File: config.mk
export PLATFORM = sky130hd
export DESIGN_NAME = ramp_track_adc_ctl
export DESIGN_NICKNAME = d
export VERILOG_FILES = /design/src/rtl/rta_pkg.sv /design/src/rtl/rta_step.sv /design/src/rtl/rta_mode_sel.sv /design/src/rtl/ramp_track_adc_ctl.sv
export SDC_FILE = /design/constraint.sdc
export NUM_CORES = 1
export LEC_CHECK = 0
export ABC_AREA = 0
export BUFFER_PORTS_ARGS = -buffer_cell sky130_fd_sc_hd__buf_4
export CAP_MARGIN = 30
export CORE_MARGIN = 2
export CORE_UTILIZATION = 50
export DETAILED_ROUTE_END_ITERATION = 12
export PLACE_DENSITY = 0.75
export SLEW_MARGIN = 20
export SYNTH_ARGS = -nofsm -noshare
export SYNTH_HDL_FRONTEND = slang
export SYNTH_SLANG_ARGS = --single-unit
File: constraint.sdc
create_clock -name clk -period 1.77 [get_ports clk]
set_clock_uncertainty 0.05 [all_clocks]
set_input_delay 0.177 -clock clk [delete_from_list [all_inputs] [get_ports clk]]
set_output_delay 0.177 -clock clk [all_outputs]
set_load 0.005 [all_outputs]
File: src/rtl/rta_pkg.sv
package rta_pkg;

    typedef enum logic {
        MODE_RAMP  = 1'b0,
        MODE_TRACK = 1'b1
    } conv_mode_e;

endpackage

File: src/rtl/rta_step.sv
// Saturating one-step arithmetic shared by the ramp and tracking paths.
module rta_step #(
    parameter int CODE_W = 8
) (
    input  logic [CODE_W-1:0] code_i,
    input  logic              up_i,
    output logic [CODE_W-1:0] inc_code_o,
    output logic [CODE_W-1:0] trk_code_o,
    output logic              at_max_o,
    output logic              at_zero_o
);
    localparam logic [CODE_W-1:0] CODE_MAX = {CODE_W{1'b1}};
    localparam logic [CODE_W-1:0] CODE_ONE = CODE_W'(1);

    always_comb begin
        at_max_o   = (code_i == CODE_MAX);
        at_zero_o  = (code_i == '0);
        inc_code_o = at_max_o ? CODE_MAX : code_i + CODE_ONE;
        if (up_i) begin
            trk_code_o = inc_code_o;
        end else begin
            trk_code_o = at_zero_o ? '0 : code_i - CODE_ONE;
        end
    end
endmodule

File: src/rtl/rta_mode_sel.sv
// Decides the mode for the next cycle; requests wait while a ramp runs.
module rta_mode_sel
    import rta_pkg::*;
(
    input  conv_mode_e mode_q_i,
    input  logic       mode_req_i,
    input  logic       busy_i,
    output conv_mode_e mode_d_o,
    output logic       enter_ramp_o
);
    always_comb begin
        if (busy_i) begin
            mode_d_o = mode_q_i;
        end else begin
            mode_d_o = mode_req_i ? MODE_TRACK : MODE_RAMP;
        end
        enter_ramp_o = (mode_q_i == MODE_TRACK) && (mode_d_o == MODE_RAMP);
    end
endmodule

File: src/rtl/ramp_track_adc_ctl.sv
module ramp_track_adc_ctl
    import rta_pkg::*;
#(
    parameter int CODE_W = 8
) (
    input  logic              clk,
    input  logic              rst_n,
    input  logic              mode_track_i,
    input  logic              start_i,
    input  logic              cmp_above_i,
    output logic [CODE_W-1:0] dac_code_o,
    output logic              busy_o,
    output logic [CODE_W-1:0] result_o,
    output logic              done_o,
    output logic              valid_o
);
    typedef struct packed {
        conv_mode_e        mode;
        logic [CODE_W-1:0] code;
        logic              busy;
        logic [CODE_W-1:0] result;
        logic              done;
        logic              valid;
    } state_t;

    localparam state_t STATE_RST = '{
        mode:   MODE_RAMP,
        code:   '0,
        busy:   1'b0,
        result: '0,
        done:   1'b0,
        valid:  1'b0
    };

    state_t s_q, s_d;

    logic [CODE_W-1:0] inc_code, trk_code;
    logic              at_max, at_zero;
    conv_mode_e        mode_nxt;
    logic              enter_ramp;
    conv_mode_e        mode_cur;

    rta_step #(.CODE_W(CODE_W)) step_i (
        .code_i     (s_q.code),
        .up_i       (cmp_above_i),
        .inc_code_o (inc_code),
        .trk_code_o (trk_code),
        .at_max_o   (at_max),
        .at_zero_o  (at_zero)
    );

    rta_mode_sel mode_i (
        .mode_q_i     (s_q.mode),
        .mode_req_i   (mode_track_i),
        .busy_i       (s_q.busy),
        .mode_d_o     (mode_nxt),
        .enter_ramp_o (enter_ramp)
    );

    always_comb begin
        s_d       = s_q;
        s_d.done  = 1'b0;
        s_d.valid = 1'b0;
        s_d.mode  = mode_nxt;
        if (enter_ramp) begin
            s_d.code = '0;
        end else if (s_q.mode == MODE_TRACK) begin
            s_d.code   = trk_code;
            s_d.result = trk_code;
            s_d.valid  = 1'b1;
        end else if (s_q.busy) begin
            if (cmp_above_i && !at_max) begin
                s_d.code = inc_code;
            end else begin
                s_d.busy   = 1'b0;
                s_d.done   = 1'b1;
                s_d.result = s_q.code;
            end
        end else if (start_i && mode_nxt == MODE_RAMP) begin
            s_d.busy = 1'b1;
            s_d.code = '0;
        end
    end

    always_ff @(posedge clk) begin
        if (!rst_n) begin
            s_q <= STATE_RST;
        end else begin
            s_q <= s_d;
        end
    end

    assign mode_cur   = s_q.mode;
    assign dac_code_o = s_q.code;
    assign busy_o     = s_q.busy;
    assign result_o   = s_q.result;
    assign done_o     = s_q.done;
    assign valid_o    = s_q.valid;

    logic unused_zero;
    assign unused_zero = at_zero;
endmodule

==> impl_metrics.py <==
metrics = {
    "yosys": {
        "synthDistinctLibCells": 52,
        "synth_top_family_by_area": "compound AO/OA/AOI/OAI gates",
        "synthAdderAreaFrac_pct": 2.71,
        "synth_cells": 173,
        "synth-compound-area-share_pct": 33.7,
        "ys_async_sr_fraction_pct": 0,
        "synthSimpleGateAreaFrac_pct": 22.3,
        "yosys_warnings": 0,
        "synthFlopType": "dfxtp_1",
        "synth_edf_count": 0,
        "synth_seq_cells": 20,
        "syn_nets": 181,
        "syn_area_per_cell_sq_um": 8.02,
        "yosysSeqAreaShare_pct": 28.9,
        "syn-cell-area_sq_mm": 0.00139,
        "synthMuxAreaShare_pct": 2.25,
        "synth-xor-area-share_pct": 3.16,
    },
    "route": {
        "wl_per_cell_um": 18.1,
        "via_count": 1658,
        "postRouteAntennaNets": 0,
        "drt_wl_total_um": 4690,
        "drtIter0Drc": 112,
        "drc": 0,
        "dr.pass1.iters": 4,
        "vias_per_cell": 6.40,
    },
    "clock_tree": {
        "clock_latency_ps": 310,
        "cts_sinks": 20,
        "cts_buffers": 3,
        "clkTransAtPathRegs_ps": 110,
        "cts_root_buffer": "clkbuf_4",
        "cts_tree": "done",
        "cts.htree.levels": 1,
        "clockBufferDepth": 2,
    },
    "sta": {
        "hold_viol": 0,
        "rsz0062_at_grt": "true",
        "fmax_ghz": 0.552,
        "worstMarginPinSlew_ps": 477,
        "relSlewSlack_pct": 68.2,
        "finalWorstPathRequiredPeriod_ps": 1810,
        "fin_crit_sh_pct": 102,
        "setup_violations": 4,
        "setup_ws_ps": -42.9,
        "slew_violations": 0,
    },
    "final_layout": {
        "drive_gt1_share_pct": 47.8,
        "area_growth_pct": 49.9,
        "num_antenna_cells": 0,
        "fin_cells": 259,
        "layout_common_cells": "buf_4, dfxtp_1, nand2_1, a31oi_1",
        "fillers": 183,
        "nets": 237,
        "stdcell_area_sq_mm": 0.00208,
        "final_common_cell": "buf_4",
    },
    "setup_path": {
        "r2r_slack_ps": -40,
        "critPathCaptureType": "flip-flop",
        "arrival_ps": 1980,
        "path_max_fanout": 5,
        "crit_slowest_cell": "a221o_1",
        "required_ps": 1930,
        "cp-startpoint": "dac_code_o[0]",
        "critPathKind": "reg2reg",
        "cp.buffers_inverters": 1,
        "worstPathCellList": "ha_4 -> and4_4 -> a31oi_2 -> a221o_1 -> buf_6 -> o21ai_2 -> o21ba_2",
        "max_stage_delay_ps": 430,
        "cpLargestDelayFamily": "compound AO/OA/AOI/OAI gates",
        "start_kind": "flip-flop",
        "regToRegStartpoint": "dac_code_o[0]",
    },
    "min_path": {
        "hold_start": "mode_track_i",
        "hold_path.class": "in2reg",
    },
    "place": {
        "dpl.cell_count": 250,
        "pre_cts_ws_ps": -107,
        "io_buffers": 23,
        "placement.cell_area_sq_mm": 0.00183,
        "dp_hpwl_um": 3330,
        "place.gp.congestion": 0.901,
    },
    "grt": {
        "track_usage_pct": 29.0,
        "overflow": 0,
        "grt_pass1_wl_um": 7290,
        "antenna_found_initial": 0,
        "first_global_vias": 1566,
        "grt_max_degree": 15,
    },
    "floorplanning": {
        "start_util_pct": 51.7,
        "core_area_sq_mm": 0.00269,
        "rows": 19,
        "chipHeight_um": 56.7,
        "die_w_um": 56.7,
        "ios": 24,
        "dieArea_sq_mm": 0.00321,
    },
    "pwr": {
        "power.density_mw_per_mm2": 722,
        "vdd_drop_max_v": 0.000891,
        "p_leak_nw": 0.870,
    },
    "outcome": {
        "violations": "negative setup slack",
        "outcome": "finished, violations left",
    },
    "run": {
        "max_cap_violations": 0,
    },
}
==> cells in the mapped netlist (2+ instances only) <==
library cell / n / area share (%)
a21oi_1: 6 / 2.2
a221oi_1: 2 / 1.3
a31oi_1: 13 / 5.9
and2_1: 3 / 1.4
and3_1: 3 / 1.4
buf_2: 6 / 2.2
buf_4: 2 / 1.1
clkbuf_1: 5 / 1.4
dfxtp_1: 20 / 29
ha_1: 3 / 2.7
inv_1: 6 / 1.6
mux2i_1: 2 / 1.4
nand2_1: 16 / 4.3
nand2b_1: 4 / 1.8
nand3_1: 3 / 1.1
nor2_1: 8 / 2.2
nor2b_1: 4 / 1.8
nor3_1: 4 / 1.4
o211ai_1: 4 / 2.2
o21ai_0: 13 / 4.7
o21ai_1: 4 / 1.4
o21bai_1: 5 / 2.7
o221a_2: 2 / 1.6
o221ai_1: 2 / 1.3
o22ai_1: 2 / 0.90
o32ai_1: 2 / 1.3
xnor2_1: 3 / 1.9
xor2_1: 2 / 1.3
==> worst register-to-register path, cell delays in order, from the launching register on <==
cell and delay (ps):
dfxtp_4 370, ha_4 130, and4_4 220, a31oi_2 100, a221o_1 430, buf_6 170
o21ai_2 100, o21ba_2 160
==> per-stage QoR <==
| stage | hold slack (ps) | util [%] | TNS (ps) | power, mW |
|---|---|---|---|---|
| global placement | 408 | 68.1 | -98.1 | 1.09 |
| CTS | 109 | 71.8 | -249 | 1.40 |
| global route | 143 | 77.4 | -849 | 1.57 |
| detailed placement | 415 | 68.1 | -639 | 1.11 |
| floorplan | 265 | - | -85.0 | 0.859 |
| finish | 111 | 77.4 | -65.8 | 1.50 |
==> power breakdown <==
group	total (mW)	internal, mW	switching (mW)
clock	0.266	0.126	0.140
sequential	0.533	0.489	0.0434
combinational	0.703	0.361	0.342
==> kinds of logic after synthesis <==
| family | Yosys count |
|---|---|
| flip-flops | 20 |
| adder cells (fa/ha/maj) | 3 |
| multiplexers | 3 |
| AND/OR/NAND/NOR | 54 |
| AO/OA/AOI/OAI | 68 |
| XOR/XNOR | 5 |
| buffers and inverters | 20 |
==> state kept, by name, summed over array words and instances, names as in the netlist <==
signal	count
valid_o	1
result_o	8
mode_cur	1
done_o	1
busy_o	1
dac_code_o	8
==> what timing repair did <==
item	4_1_cts	5_1_grt
endpoints found under the hold margin	0	0
cloned	1	0
pin swaps	8	20
setup endpoints to repair	16	17
buffers inserted	0	4
gates resized for setup	17	32
hold buffers	0	0
==> final cells by class <==
| type | instances | area (sq um) | area share, % |
|---|---|---|---|
| timing repair buffer | 65 | 512 | 24.6 |
| sequential | 20 | 412 | 19.8 |
| tap | 31 | 38.8 | 1.87 |
| clock buffer | 4 | 36.3 | 1.74 |
| inverter | 6 | 27.5 | 1.32 |
| multi-input combinational | 133 | 1050 | 50.7 |
==> metal layers <==
| metal | part of all wire, % | global-route usage (%) |
|---|---|---|
| met1 | 38 | 34.3 |
| met2 | 52 | 51.0 |
| met3 | 7.2 | 6.22 |
| met4 | 2.9 | 10.5 |
| met5 | 0 | 0 |
==> worst paths after layout <==
check	end	cells past startpoint
hold / removal	mode_cur	3
setup reg to reg	dac_code_o[4]	7
hold reg to reg	result_o[2]	2
setup / recovery	dac_code_o[4]	7
Note: power is estimated with default switching activity, not from simulation.
